--- src/rtl/isp_pkg.sv ---
package isp_pkg;

  localparam int unsigned HOLD_TCLK    = 64;  // target clocks with SCK low after reset
  localparam int unsigned HALF_TCLK    = 8;   // target clocks per SCK phase
  localparam int unsigned NUM_CMD      = 4;
  localparam int unsigned BYTE_W       = 8;
  localparam logic [7:0]  CONFIRM_BYTE = 8'h69;

  typedef enum logic [2:0] {
    ST_IDLE,
    ST_HOLD,
    ST_LOW,
    ST_HIGH,
    ST_CHECK
  } seq_state_e;

  function automatic logic [7:0] cmd_byte(input int unsigned idx);
    case (idx)
      0:       return 8'hAC;
      1:       return 8'h53;
      default: return 8'hFF;
    endcase
  endfunction

endpackage

--- src/rtl/isp_timer.sv ---
module isp_timer #(
  parameter int unsigned HOLD_CYC = 129,
  parameter int unsigned HALF_CYC = 17
) (
  input  logic clk_i,
  input  logic rst_ni,
  input  logic load_hold_i,
  input  logic load_half_i,
  output logic expired_o
);

  localparam int unsigned MAX_CYC = (HOLD_CYC > HALF_CYC) ? HOLD_CYC : HALF_CYC;
  localparam int unsigned CW      = $clog2(MAX_CYC + 1);
  localparam logic [CW-1:0] HOLD_LD = CW'(HOLD_CYC - 1);
  localparam logic [CW-1:0] HALF_LD = CW'(HALF_CYC - 1);

  logic [CW-1:0] cnt_q;

  // phase after a load lasts exactly the loaded cycle count
  always_ff @(posedge clk_i or negedge rst_ni) begin
    if (!rst_ni) begin
      cnt_q <= '0;
    end else if (load_hold_i) begin
      cnt_q <= HOLD_LD;
    end else if (load_half_i) begin
      cnt_q <= HALF_LD;
    end else if (cnt_q != '0) begin
      cnt_q <= cnt_q - 1'b1;
    end
  end

  assign expired_o = (cnt_q == '0);

endmodule

--- src/rtl/isp_shift.sv ---
module isp_shift #(
  parameter int unsigned W = 8
) (
  input  logic         clk_i,
  input  logic         rst_ni,
  input  logic         load_i,
  input  logic [W-1:0] load_data_i,
  input  logic         sample_i,
  input  logic         advance_i,
  input  logic         miso_i,
  output logic         tx_bit_o,
  output logic         last_bit_o,
  output logic [W-1:0] rx_data_o
);

  localparam int unsigned BW = (W > 1) ? $clog2(W) : 1;
  localparam logic [BW-1:0] LAST = BW'(W - 1);

  logic [W-1:0]  tx_q;
  logic [W-1:0]  rx_q;
  logic [BW-1:0] bit_q;

  always_ff @(posedge clk_i or negedge rst_ni) begin
    if (!rst_ni) begin
      tx_q  <= '0;
      bit_q <= '0;
    end else if (load_i) begin
      tx_q  <= load_data_i;
      bit_q <= '0;
    end else if (advance_i) begin
      tx_q  <= {tx_q[W-2:0], 1'b0};
      bit_q <= bit_q + 1'b1;
    end
  end

  always_ff @(posedge clk_i or negedge rst_ni) begin
    if (!rst_ni) begin
      rx_q <= '0;
    end else if (sample_i) begin
      rx_q <= {rx_q[W-2:0], miso_i};
    end
  end

  assign tx_bit_o   = tx_q[W-1];
  assign last_bit_o = (bit_q == LAST);
  assign rx_data_o  = rx_q;

endmodule

--- src/rtl/isp_seq.sv ---
module isp_seq
  import isp_pkg::*;
(
  input  logic       clk_i,
  input  logic       rst_ni,
  input  logic       start_i,
  input  logic       expired_i,
  input  logic       last_bit_i,
  input  logic       tx_bit_i,
  input  logic [7:0] rx_data_i,
  output logic       load_hold_o,
  output logic       load_half_o,
  output logic       sh_load_o,
  output logic [7:0] sh_data_o,
  output logic       sh_sample_o,
  output logic       sh_advance_o,
  output logic       tgt_rst_o,
  output logic       sck_o,
  output logic       mosi_o,
  output logic       done_o,
  output logic       err_o,
  output logic [7:0] rx_byte_o
);

  localparam int unsigned IW = (NUM_CMD > 1) ? $clog2(NUM_CMD) : 1;
  localparam logic [IW-1:0] LAST_IDX = IW'(NUM_CMD - 1);

  seq_state_e    state_q, state_d;
  logic [IW-1:0] idx_q;
  logic          rst_q, sck_q, done_q, err_q;
  logic [7:0]    rx_byte_q;
  logic          accept, phase_end, byte_end, seq_end;

  assign accept    = (state_q == ST_IDLE) && start_i;
  assign phase_end = expired_i;
  assign byte_end  = (state_q == ST_HIGH) && phase_end && last_bit_i;
  assign seq_end   = byte_end && (idx_q == LAST_IDX);

  always_comb begin
    state_d      = state_q;
    load_hold_o  = 1'b0;
    load_half_o  = 1'b0;
    sh_load_o    = 1'b0;
    sh_data_o    = cmd_byte(int'(idx_q));
    sh_sample_o  = 1'b0;
    sh_advance_o = 1'b0;
    case (state_q)
      ST_IDLE: begin
        if (start_i) begin
          state_d     = ST_HOLD;
          load_hold_o = 1'b1;
        end
      end
      ST_HOLD: begin
        if (phase_end) begin
          state_d     = ST_LOW;
          load_half_o = 1'b1;
          sh_load_o   = 1'b1;
          sh_data_o   = cmd_byte(0);
        end
      end
      ST_LOW: begin
        if (phase_end) begin
          state_d     = ST_HIGH;
          load_half_o = 1'b1;
          sh_sample_o = 1'b1;
        end
      end
      ST_HIGH: begin
        if (phase_end) begin
          if (!last_bit_i) begin
            state_d      = ST_LOW;
            load_half_o  = 1'b1;
            sh_advance_o = 1'b1;
          end else if (idx_q == LAST_IDX) begin
            state_d = ST_CHECK;
          end else begin
            state_d     = ST_LOW;
            load_half_o = 1'b1;
            sh_load_o   = 1'b1;
            sh_data_o   = cmd_byte(int'(idx_q) + 1);
          end
        end
      end
      ST_CHECK: state_d = ST_IDLE;
      default:  state_d = ST_IDLE;
    endcase
  end

  always_ff @(posedge clk_i or negedge rst_ni) begin
    if (!rst_ni) begin
      state_q   <= ST_IDLE;
      idx_q     <= '0;
      rst_q     <= 1'b0;
      sck_q     <= 1'b0;
      done_q    <= 1'b0;
      err_q     <= 1'b0;
      rx_byte_q <= '0;
    end else begin
      state_q <= state_d;
      done_q  <= 1'b0;
      if (accept) begin
        rst_q <= 1'b1;
        err_q <= 1'b0;
        idx_q <= '0;
      end
      if ((state_q == ST_LOW) && phase_end) begin
        sck_q <= 1'b1;
      end
      if ((state_q == ST_HIGH) && phase_end) begin
        sck_q <= 1'b0;
      end
      if (byte_end && !seq_end) begin
        idx_q <= idx_q + 1'b1;
      end
      if (state_q == ST_CHECK) begin
        rx_byte_q <= rx_data_i;
        if (rx_data_i == CONFIRM_BYTE) begin
          done_q <= 1'b1;
        end else begin
          err_q <= 1'b1;
        end
      end
    end
  end

  assign tgt_rst_o = rst_q;
  assign sck_o     = sck_q;
  assign mosi_o    = ((state_q == ST_LOW) || (state_q == ST_HIGH)) && tx_bit_i;
  assign done_o    = done_q;
  assign err_o     = err_q;
  assign rx_byte_o = rx_byte_q;

endmodule

--- src/rtl/isp_enable_master.sv ---
module isp_enable_master
  import isp_pkg::*;
#(
  parameter int unsigned CLK_RATIO = 2
) (
  input  logic       clk_i,
  input  logic       rst_ni,
  input  logic       start_i,
  output logic       done_o,
  output logic       err_o,
  output logic [7:0] rx_byte_o,
  output logic       tgt_rst_o,
  output logic       sck_o,
  output logic       mosi_o,
  input  logic       miso_i
);

  // one extra master cycle of margin on every target-clock minimum
  localparam int unsigned HOLD_CYC = HOLD_TCLK * CLK_RATIO + 1;
  localparam int unsigned HALF_CYC = HALF_TCLK * CLK_RATIO + 1;

  logic       load_hold, load_half, expired;
  logic       sh_load, sh_sample, sh_advance;
  logic [7:0] sh_data, rx_data;
  logic       tx_bit, last_bit;

  isp_timer #(
    .HOLD_CYC(HOLD_CYC),
    .HALF_CYC(HALF_CYC)
  ) u_timer (
    .clk_i      (clk_i),
    .rst_ni     (rst_ni),
    .load_hold_i(load_hold),
    .load_half_i(load_half),
    .expired_o  (expired)
  );

  isp_shift #(
    .W(BYTE_W)
  ) u_shift (
    .clk_i      (clk_i),
    .rst_ni     (rst_ni),
    .load_i     (sh_load),
    .load_data_i(sh_data),
    .sample_i   (sh_sample),
    .advance_i  (sh_advance),
    .miso_i     (miso_i),
    .tx_bit_o   (tx_bit),
    .last_bit_o (last_bit),
    .rx_data_o  (rx_data)
  );

  isp_seq u_seq (
    .clk_i       (clk_i),
    .rst_ni      (rst_ni),
    .start_i     (start_i),
    .expired_i   (expired),
    .last_bit_i  (last_bit),
    .tx_bit_i    (tx_bit),
    .rx_data_i   (rx_data),
    .load_hold_o (load_hold),
    .load_half_o (load_half),
    .sh_load_o   (sh_load),
    .sh_data_o   (sh_data),
    .sh_sample_o (sh_sample),
    .sh_advance_o(sh_advance),
    .tgt_rst_o   (tgt_rst_o),
    .sck_o       (sck_o),
    .mosi_o      (mosi_o),
    .done_o      (done_o),
    .err_o       (err_o),
    .rx_byte_o   (rx_byte_o)
  );

endmodule

--- config.mk ---
export PLATFORM = sky130hd
export DESIGN_NAME = isp_enable_master
export DESIGN_NICKNAME = d
export VERILOG_FILES = /design/src/rtl/isp_pkg.sv /design/src/rtl/isp_timer.sv /design/src/rtl/isp_shift.sv /design/src/rtl/isp_seq.sv /design/src/rtl/isp_enable_master.sv
export SDC_FILE = /design/constraint.sdc
export NUM_CORES = 1
export LEC_CHECK = 0
export ABC_AREA = 1
export ABC_CLOCK_PERIOD_IN_PS = 2300
export BUFFER_PORTS_ARGS = -buffer_cell sky130_fd_sc_hd__buf_4
export CAP_MARGIN = 15
export CORE_MARGIN = 2
export CORE_UTILIZATION = 41
export CTS_BUF_LIST = sky130_fd_sc_hd__clkbuf_4
export DETAILED_ROUTE_END_ITERATION = 6
export SYNTH_ARGS = -nofsm -noshare
export SYNTH_HDL_FRONTEND = slang
export SYNTH_HIERARCHICAL = 1
export SYNTH_SLANG_ARGS = --single-unit
--- constraint.sdc ---
create_clock -name clk_i -period 2.3 [get_ports clk_i]
set_input_delay 0.115 -clock clk_i [delete_from_list [all_inputs] [get_ports clk_i]]
set_output_delay 0.115 -clock clk_i [all_outputs]
set_load 0.03 [all_outputs]
Word-level counts from Yosys, hierarchy flattened
Cells that the tools add are included.
{"block": "totals", "ff_bits": 44, "inputBits": 4, "out_inout_bits": 13, "wordCells": 92}
{"block": "op_classes", "n_addsub": 4, "eq_ne": 13, "n_mux": 44, "n_reduce_logical": 20}
{"operator": "8-bit two-way mux", "n": 9}
{"operator": "8-bit one-hot mux with 2 select lines", "n": 3}
{"operator": "32-bit by 1-bit == test with 1-bit output, second input constant", "n": 1}
{"operator": "32-bit zero test", "n": 1}
{"operator": "3-bit two-way mux", "n": 8}
{"operator": "1-bit two-way mux", "n": 19}
{"operator": "3-bit one-hot mux with 4 select lines", "n": 1}
{"operator": "8-bit by 7-bit == test with 1-bit output, second input constant", "n": 1}
{"operator": "8-bit zero test", "n": 1}
{"operator": "8-bit nonzero test", "n": 1}
{"operator": "8-bit by 1-bit subtractor with 8-bit output, second input constant", "n": 1}
{"operator": "1-bit logical AND", "n": 7}
{"operator": "3-bit by 2-bit == test with 1-bit output, second input constant", "n": 2}
{"operator": "3-bit == test, second input constant", "n": 2}
{"operator": "2-bit by 1-bit != test with 1-bit output, second input constant", "n": 3}
{"operator": "2-bit nonzero test", "n": 3}
{"operator": "2-bit two-way mux", "n": 2}
{"operator": "1-bit one-hot mux with 2 select lines", "n": 2}
{"operator": "4-bit AND reduction", "n": 1}
{"operator": "2-bit by 1-bit adder with 3-bit output, second input constant", "n": 1}
{"operator": "3-bit by 1-bit adder with 3-bit output, second input constant", "n": 1}
{"operator": "3-bit by 1-bit == test with 1-bit output, second input constant", "n": 1}
{"operator": "3-bit zero test", "n": 1}
{"operator": "3-bit nonzero test", "n": 1}
{"operator": "8 further kinds", "n": 8}

Longest topological paths before layout
Gate-level depths: netlist (run 1).
{"block": "logic_depth", "depth_word": 8, "depth_mapped": 13, "mapped_depth_nobuf": 12}

Hierarchy
Netlist (run 1), hierarchy kept.
{"mod": "isp_seq", "instances": 1, "cells_each": 124, "area_per_inst_um2": 960.9, "seq_area_each_um2": 425.4}
{"mod": "isp_shift", "instances": 1, "cells_each": 88, "area_per_inst_um2": 813.3, "seq_area_each_um2": 475.5}
{"mod": "isp_timer", "instances": 1, "cells_each": 74, "area_per_inst_um2": 568.0, "seq_area_each_um2": 200.2}

Least setup slack after synthesis (run 1)
OpenSTA, ideal clock, no wires.
{"block": "synth_path", "path_kind": "register to register", "from": "reg u_timer.cnt_q[1]", "to": "reg u_shift.tx_q[1]", "setup_ns": 0.124, "arrival_ns": 1.766, "required_time_ns": 2.176, "path_slack_ns": 0.410, "path_stages_with_launch": 14, "path_buffers": 2, "period_less_slack_ns": 1.890, "cell_sequence": "dfrtp_1 -> inv_1 -> ha_1 -> nand2_2 -> nor2_8 -> nand2_1 -> nor2_1 -> nand2_1 -> nand2_1 -> buf_6 -> nor2_4 -> buf_6 -> nand2_1 -> nand3_1"}
{"block": "synth_between", "elab_chain_len": 4, "elab_cells_between_ends": 11, "classes_between": "mux: 9; reduce/logical: 2"}
{"item": "start, declared", "line": "isp_timer.sv:17", "source": "logic [CW-1:0] cnt_q;"}
{"item": "start signal, assigned", "line": "isp_timer.sv:28", "source": "cnt_q <= cnt_q - 1'b1;"}
{"item": "8-bit zero test *", "line": "isp_timer.sv:32", "source": "assign expired_o = (cnt_q == '0);"}
{"item": "via expired", "line": "isp_enable_master.sv:22", "source": "logic load_hold, load_half, expired;"}
{"item": "1-bit two-way mux (on tied branches)", "line": "isp_seq.sv:70, isp_seq.sv:55"}
{"item": "1-bit one-hot mux with 2 select lines *", "line": "isp_seq.sv:47", "source": "case (state_q)"}
{"item": "via sh_load", "line": "isp_enable_master.sv:23", "source": "logic sh_load, sh_sample, sh_advance;"}
{"item": "8-bit two-way mux / 2-bit nonzero test (equally long branches)"}
{"item": "end signal, assigned", "line": "isp_shift.sv:28", "source": "tx_q <= load_data_i;"}
{"item": "end signal, assigned", "line": "isp_shift.sv:31", "source": "tx_q <= {tx_q[W-2:0], 1'b0};"}
{"item": "end, declared", "line": "isp_shift.sv:19", "source": "logic [W-1:0] tx_q;"}
Mark *: on every way through the listed nets, which the timed path passes. The rest lies on a longest branch.
A chain may end at the register's enable or synchronous reset.

Final worst setup path (run 1)
Ends and elaborated chain as after synthesis.

==> flow_summary.toml, run 1 <==
[status]
status = "completed"

[clock_tree]
clk_latency_ps = 350
path_clk_slew_ps = 140
cts_tree = "yes"
cts_buffers = 5
cts_sinks = 44
post_cts_buffers = 0
cts_root_buffer = "clkbuf_4"
clk_path_buf_depth = 2
htreeDepth = 2

[synth]
muxShareOfSynthArea_pct = 0
synthFlopType = "dfrtp_1"
synth_top_family_by_area = "simple AND/OR/NAND/NOR gates"
syn_area_per_cell_um2 = 8.19
netlist.area_leader.share_pct = 47.0
yosys.area.top_type = "dfrtp_1"
synth_nets = 298
synth.most_common_cell = "nand2_1"
ys_seq_elements = 44
synth.area.top_cells = "dfrtp_1 (47%), nand2_1 (15%), nand3_1 (6.0%)"
synthArstFlopShare_pct = 100
synth_commonest_cells = "nand2_1 (95), dfrtp_1 (44), nand3_1 (28), inv_1 (27), nor2_1 (14)"
synthXorXnorAreaFrac_pct = 0
synthSimpleGateAreaFrac_pct = 33.2
syn_area_um2 = 2340
yosysUniqueCellTypes = 25
synth_compound_area_share_pct = 6.20
synth_adder_area_share_pct = 4.27
synth_edf_count = 0
ys.warnings.count = 6
netlist_instances = 286
seq_area_frac_synth_pct = 47.0

[worst_setup_path]
critPathCaptureType = "flop"
crit_required_ps = 2590
slowest_stage = "dfrtp_1"
cp-start-kind = "flop"
max_stage_delay_ps = 410
crit_arrival_ps = 2300
path_max_fanout = 11
worstSetupPathType = "reg2reg"
path_cells = "inv_1 -> ha_1 -> nand2_2 -> nor2_8 -> nand2_1 -> nor2_1 -> nand2_1 -> nand2_2 -> buf_4 -> nand2_1 -> nand3_1"
path_common_cell = "nand2_1"
r2r_slack_ps = 290

[final_layout]
nFillCells = 529
area_delta_synth_final_pct = 8.92
diodes = 0
multi_input_area_um2 = 1030
nNetsFinal = 314
layout.cells.non_filler = 375
final_layout_size_suffix_gt1_share_pct = 19.8
regArea_um2 = 1100

[die]
die_area_um2 = 6330
start_util_pct = 42.5
core.rowCount = 27
core_area_um2 = 5510
die_y_um = 79.6
io_pins = 17
die_w_um = 79.6

[power]
total_power_mw = 1.17
p_leak_nw = 1.34
ir_worst_vdd_mv = 0.312
sw_frac_of_total_pct = 23.3
p_seq_share_pct = 66.1
p_clk_share_pct = 32.1
power_frac_comb_pct = 1.8
switchingPower_uw = 273
p_int_uw = 898
p_per_area_nw_per_um2 = 459

[route]
drtPass1Iterations = 4
vias_per_cell = 4.77
drc = 0
routed_wl_um = 4340
drt_iter0_drc = 91
detail-route-antenna-nets = 0
wl_per_cell_um = 11.6
vias = 1790

[grt]
first_global_vias = 1616
grt_antenna_before_repair = 0
gr-total-overflow = 0
grt_pass1_wl_um = 7490
grtUsageTotal_pct = 15.1
met2_usage_pct = 22.2
grt_max_degree = 45
grt_busiest_layer = "met2"
met3_usage_pct = 3.28
use_met1_pct = 21.7

[sta]
finalCritPeriodShare_pct = 87.5
setup_viol = 0
whs_ps = 133
finalMaxSlewViolations = 0
fmax_mhz = 497
post-route-min-period_ps = 2010
maxSlewHeadroom_pct = 63.9
hold_viol = 0
rsz0062_at_grt = "no"
worst_slew_pin_slew_ps = 542
finClkSkew_ps = 13.2
fin_setup_tns_ps = 0

[place]
gp_congestion = 0.827
dp_hpwl_um = 3130
dp_cells = 365
io_buffer_count = 16

[min_path]
holdCritPathClass = "in2reg"

[run]
drv_cap = 0
[worst paths after layout]
check / from / endpoint / depth (start not counted)
max in group asynchronous: rst_ni / u_shift/tx_q[5] / 2
worst min-delay path: start_i / u_seq/err_o / 4
worst max register to register: u_timer/cnt_q[1] / u_shift/tx_q[1] / 11
worst max-delay path: u_timer/cnt_q[1] / u_shift/tx_q[1] / 11
min in group asynchronous: rst_ni / u_seq/rx_byte_o[3] / 2
worst min register to register: u_seq/tgt_rst_o / u_seq/tgt_rst_o / 1
[registers in the layout (all words and copies together) (netlist names)]
name	flops
u_shift/tx_q	8
u_seq/sck_o	1
u_seq/rx_byte_o	8
u_seq/tgt_rst_o	1
u_seq/done_o	1
u_seq/err_o	1
u_seq/idx_q	2
u_timer/cnt_q	8
u_shift/bit_q	3
u_seq/state_q	3
u_shift/rx_data_o	8
[cell families after synthesis]
group / count (synthesis)
flip-flops: 44
AO/OA/AOI/OAI: 24
AND/OR/NAND/NOR: 166
buffers and inverters: 44
adder cells (fa/ha/maj): 8
[layout make-up]
class,count,area share [%]
clock inverters,3,0.687
inverters,33,4.86
flip-flops and latches,44,43.2
repair buffers,20,6.08
well taps,72,3.53
clock buffers,5,1.47
multi-input cells,198,40.2
[cells in the final DEF (no fill, tap or decap)]
| master | n |
|---|---|
| a21oi_2 | 3 |
| nor3_1 | 4 |
| a21oi_1 | 5 |
| clkinv_1 | 1 |
| nand3_2 | 2 |
| nand3_1 | 28 |
| nand3b_1 | 1 |
| nand2_1 | 94 |
| o21ai_2 | 3 |
| inv_2 | 6 |
| inv_6 | 1 |
| nor2_4 | 4 |
| o211ai_1 | 1 |
| ha_1 | 8 |
| inv_1 | 27 |
| nor3_4 | 1 |
| or2_1 | 1 |
| clkinv_2 | 1 |
| clkbuf_4 | 5 |
| dlygate4sd3_1 | 2 |
| dfrtp_1 | 44 |
| o21ai_0 | 10 |
| o21ai_1 | 2 |
| nor2_2 | 9 |
| nor2_8 | 1 |
| buf_4 | 18 |
| nor2_1 | 14 |
| nand4_1 | 1 |
| nand2_2 | 6 |
[repair_timing]
| action | CTS | global route |
|---|---|---|
| gates resized for setup | 0 | 1 |
| hold buffers | 2 | 0 |
| hold endpoints to repair | 45 | 0 |
| setup endpoints to repair | 0 | 7 |
[worst max-delay path, delay by kind of cell (launching register included)]
| family | cells | cell delay, ps |
|---|---|---|
| AND/OR/NAND/NOR | 8 | 1040 |
| flip-flops | 1 | 410 |
| buffers and inverters | 2 | 280 |
| adder cells (fa/ha/maj) | 1 | 220 |
[power groups by stage]
stage | sequential [mW] | clock (mW) | combinational (mW)
after floorplan | 0.788 | 0 | 0.000316
after global placement | 0.788 | 0 | 0.0207
after detailed placement | 0.788 | 0 | 0.0205
after CTS | 0.774 | 0.400 | 0.0231
after global routing | 0.774 | 0.431 | 0.0255
final | 0.774 | 0.376 | 0.0213
[through the flow]
stage / util, % / cell area, µm² / worst slack [ps]
after floorplan: - / 2340 / 410
after global placement: 44.9 / 2470 / 280
after detailed placement: 44.9 / 2470 / 235
after CTS: 46.3 / 2550 / 201
after global routing: 46.3 / 2550 / 49.8
final: 46.3 / 2550 / 287
[layer usage]
metal,up-vias,share of wire (%)
li1,930,-
met5,-,0
met1,808,49
met3,6,4.8
met2,46,45
met4,0,1.5
(Power assumes the default switching activity.)
==> inputs of run 2 (changes only) <==
CORE_UTILIZATION = 35   (was 41)
==> run 2 against run 1 <==
Effect of this change: global-route usage decreased by 2.4 points; sequential power about the same; combinational power about the same; register-to-register slack got worse by 70 ps; total power increased by 9.0%; clock power increased by 28%; critical endpoint is now u_shift/tx_q[6]; largest power group unchanged.
==> flow_summary.toml, run 2 (same netlist as run 1, synthesis figures left out) <==
[grt]
grt_pass1_wl_um = 7600
grt_antenna_before_repair = 0
first_global_vias = 1690
grt_max_degree = 45
grtUsageTotal_pct = 12.7
gr-total-overflow = 0

[sta]
whs_ps = 92.7
worst_slew_pin_slew_ps = 558
post-route-min-period_ps = 2080
maxSlewHeadroom_pct = 62.8
fin_setup_tns_ps = 0
fin_ws_ps = 218
finClkSkew_ps = 15.1
setup_viol = 0
finalCritPeriodShare_pct = 90.5
rsz0062_at_grt = "no"
fmax_mhz = 480
hold_viol = 0
finalMaxSlewViolations = 0

[place]
io_buffer_count = 16
post_dp_cell_area_um2 = 2480
dp_cells = 370
place_ws_ps = 246
dp_hpwl_um = 2990
gp_congestion = 0.848

[power]
sw_frac_of_total_pct = 21.2
p_per_area_nw_per_um2 = 495
switchingPower_uw = 270
ir_worst_vdd_mv = 0.383
power_frac_comb_pct = 1.7
p_clk_share_pct = 37.7
p_leak_nw = 1.35
p_seq_share_pct = 60.6
total_power_mw = 1.28
p_int_mw = 1.01

[final_layout]
nFillCells = 644
mostFrequentLayoutCell = "nand2_1"
area_delta_synth_final_pct = 10.1
multi_input_area_um2 = 1020
layout.cells.non_filler = 380
diodes = 0
final_layout_size_suffix_gt1_share_pct = 19.8
regArea_um2 = 1100
nNetsFinal = 314
final_area_um2 = 2580
utilization_pct = 40.2
final_cell_mix = "nand2_1 (95), dfrtp_1 (44), nand3_1 (28)"

[worst_setup_path]
crit_required_ps = 2540
crit_arrival_ps = 2330
cp-start-kind = "flop"
path_max_fanout = 11
critPathCaptureType = "flop"
worstSetupPathType = "reg2reg"

[clock_tree]
htreeDepth = 2
cts_root_buffer = "clkbuf_4"
cts_buffers = 5
post_cts_buffers = 0
cts-resized-gates = 0
clk_latency_ps = 360
path_clk_slew_ps = 140
clk_path_buf_depth = 2
cts_hold_buffers = 2
cts_sinks = 44
cts_tree = "yes"

[run]
drv_cap = 0

[route]
drt_iter0_drc = 99
wl_per_cell_um = 11.1
vias = 1744
drc = 0
vias_per_cell = 4.59
detail-route-antenna-nets = 0
routed_wl_um = 4210
drtPass1Iterations = 4

[die]
die_y_um = 85.8
core.rowCount = 29
die_area_um2 = 7360
io_pins = 17
start_util_pct = 36.5
die_w_um = 85.8
core_area_um2 = 6420

[min_path]
holdCritPathClass = "in2reg"

[status]
status = "completed"
-- run 2: final timing paths --
kind                                       start                  to  slack (ps)  depth (start not counted)
worst max-delay path            u_timer/cnt_q[1]     u_shift/tx_q[6]         220                         11
worst min-delay path                     start_i         u_seq/err_o          90                          4
worst min register to register   u_seq/tgt_rst_o     u_seq/tgt_rst_o         490                          1
min in group asynchronous                 rst_ni  u_seq/rx_byte_o[0]         260                          2
worst max register to register  u_timer/cnt_q[1]     u_shift/tx_q[6]         220                         11
max in group asynchronous                 rst_ni    u_shift/bit_q[2]        1640                          2
-- run 2: critical path, cell delays in order (launching register included) --
cell     delay (ps)
dfrtp_1         410
inv_1           120
ha_1            220
nand2_2         110
nor2_8          220
nand2_1         130
nor2_1          180
nand2_1         130
nand2_1         170
inv_2           130
nand3_1          90
nand3_1          80
-- run 2: metal layers --
layer | up-vias | wire [µm] | track usage [%]
li1 | 927 | - | -
met1 | 790 | 2180 | 18.4
met2 | 22 | 1850 | 19.0
met3 | 5 | 123 | 2.60
met4 | 0 | 46 | 4.33
met5 | - | 0 | 0
-- run 2: power by group through the flow --
| stage | combinational [mW] | clock (mW) | sequential (mW) |
|---|---|---|---|
| 6_report | 0.0216 | 0.481 | 0.774 |
| 5_1_grt | 0.0258 | 0.533 | 0.774 |
| 4_1_cts | 0.0235 | 0.504 | 0.774 |
| 3_5_place_dp | 0.0209 | 0 | 0.788 |
| 3_3_place_gp | 0.0205 | 0 | 0.788 |
| 2_1_floorplan | 0.000316 | 0 | 0.788 |
-- run 2: cell type report --
| class | instances | area share, % |
|---|---|---|
| clock buffers | 5 | 1.45 |
| inverters | 33 | 4.80 |
| well taps | 77 | 3.73 |
| repair buffers | 20 | 6.01 |
| multi-input cells | 198 | 39.7 |
| clock inverters | 3 | 1.65 |
| flip-flops and latches | 44 | 42.7 |
==> inputs of run 3 (changes only) <==
CELL_PAD_IN_SITES_DETAIL_PLACEMENT = 1   (was default)
CELL_PAD_IN_SITES_GLOBAL_PLACEMENT = 1   (was default)
PLACE_DENSITY_LB_ADDON = 0.1   (was default)
==> run 3 against run 2 <==
Effect of this change: maximum frequency grew 0.59%; sequential power is essentially flat; worst setup slack gained 12 ps; design area shrank 0.73%; register-to-register slack is essentially flat; worst hold slack gained 21 ps; largest cell class unchanged; largest power group unchanged; highest routed layer unchanged.
==> flow_summary.toml, run 3 (same netlist as run 1, synthesis figures left out) <==
[die]
core_area_um2 = 6420
core.rowCount = 29
io_pins = 17
die_area_um2 = 7360
die_w_um = 85.8
die_y_um = 85.8
start_util_pct = 36.5

[status]
status = "completed"

[grt]
grt_antenna_before_repair = 0
gr-total-overflow = 0
grtUsageTotal_pct = 15.7
grt_pass1_wl_um = 9070
grt_max_degree = 45
first_global_vias = 1871

[clock_tree]
cts_sinks = 44
path_clk_slew_ps = 140
cts_buffers = 5
htreeDepth = 2
clk_latency_ps = 370
cts_root_buffer = "clkbuf_4"
cts_tree = "yes"
clk_path_buf_depth = 2

[final_layout]
diodes = 0
multi_input_area_um2 = 1030
final_cell_mix = "nand2_1 (95), dfrtp_1 (44), nand3_1 (28)"
nNetsFinal = 314
final_layout_size_suffix_gt1_share_pct = 20.1
regArea_um2 = 1100
mostFrequentLayoutCell = "nand2_1"
nFillCells = 782
final_area_um2 = 2560
area_delta_synth_final_pct = 9.35

[worst_setup_path]
crit_required_ps = 2560
r2r_slack_ps = 230
cp-start-kind = "flop"
path_max_fanout = 11
worstSetupPathType = "reg2reg"
rr_worst_depth = 11
crit_arrival_ps = 2330
r2r-end = "u_shift/tx_q[1]"
r2r-start = "u_timer/cnt_q[1]"
critPathCaptureType = "flop"

[route]
vias = 1826
drtPass1Iterations = 6
drt_iter0_drc = 67
wl_per_cell_um = 13.3
routed_wl_um = 5060
drc = 0
detail-route-antenna-nets = 0
vias_per_cell = 4.81

[sta]
rsz0062_at_grt = "no"
worst_slew_pin_slew_ps = 579
fin_setup_tns_ps = 0
fin_ws_ps = 230
maxSlewHeadroom_pct = 61.4
finalMaxSlewViolations = 0
fmax_mhz = 483
finClkSkew_ps = 10.1
hold_viol = 0
setup_viol = 0
finalCritPeriodShare_pct = 90.0
post-route-min-period_ps = 2070

[min_path]
holdCritPathClass = "in2reg"
worstHoldStart = "start_i"
min_to = "u_seq/state_q[0]"
whs_path_depth = 5

[power]
total_power_mw = 1.20
p_leak_nw = 1.34
ir_worst_vdd_mv = 0.278
p_per_area_nw_per_um2 = 468

[place]
place_ws_ps = 195
io_buffer_count = 16
post_dp_cell_area_um2 = 2480
dp_hpwl_um = 3580
gp_congestion = 0.757

[run]
drv_cap = 0
[run 3: layout make-up]
type / instances / area share, %
clock buffer: 5 / 1.47
sequential: 44 / 43.0
multi-input combinational: 198 / 40.1
timing repair buffer: 20 / 6.06
inverter: 33 / 4.84
tap: 77 / 3.76
clock inverter: 3 / 0.830
[run 3: through the flow]
stage          instances  hold WS (ps)  utilization [%]
3_3_place_gp         370           166             38.6
3_5_place_dp         370           166             38.6
4_1_cts              380          92.9             39.8
6_report             380           113             39.9
5_1_grt              380           136             39.9
2_1_floorplan        286          -181                -
[run 3: report_power, final]
| group | total, mW | switching [mW] | internal [mW] | leakage [nW] |
|---|---|---|---|---|
| sequential | 0.774 | 0 | 0.774 | 0.558 |
| combinational | 0.0221 | 0.0165 | 0.00559 | 0.753 |
| clock | 0.403 | 0.282 | 0.121 | 0.0316 |
[run 3: worst max-delay path by stage]
stage,startpoint,endpoint,slack [ps],depth (start not counted)
4_1_cts,u_timer/cnt_q[1],u_shift/tx_q[2],170,11
2_1_floorplan,u_timer/cnt_q[1],u_shift/tx_q[1],410,13
5_1_grt,u_timer/cnt_q[0],u_shift/tx_q[2],50,11
3_5_place_dp,u_timer/cnt_q[1],u_shift/tx_q[1],200,11
3_3_place_gp,u_timer/cnt_q[0],u_shift/tx_q[2],230,11
6_report,u_timer/cnt_q[1],u_shift/tx_q[1],230,11
[run 3: routing by layer]
metal  GRT usage, %  vias up  wire, µm
met2           24.1       19      2200
met5              0        -         0
li1               -      923         -
met3           3.18        5       117
met1           21.9      879      2660
met4           5.63        0        85
[run 3: critical path: stages, from the launching register on]
cell and delay [ps]:
dfrtp_1 420, inv_1 120, ha_1 220, nand2_2 110
nor2_8 210, nand2_1 140, nor2_2 150, nand2_1 110
nand2_1 180, inv_2 130, nand3_1 90, nand3_1 70
[run 3: timing repair]
item	4_1_cts	5_1_grt
hold buffers	2	0
endpoints found under the hold margin	45	0
endpoints found under the setup margin	0	1
buffers inserted	0	0
gates resized for setup	0	1
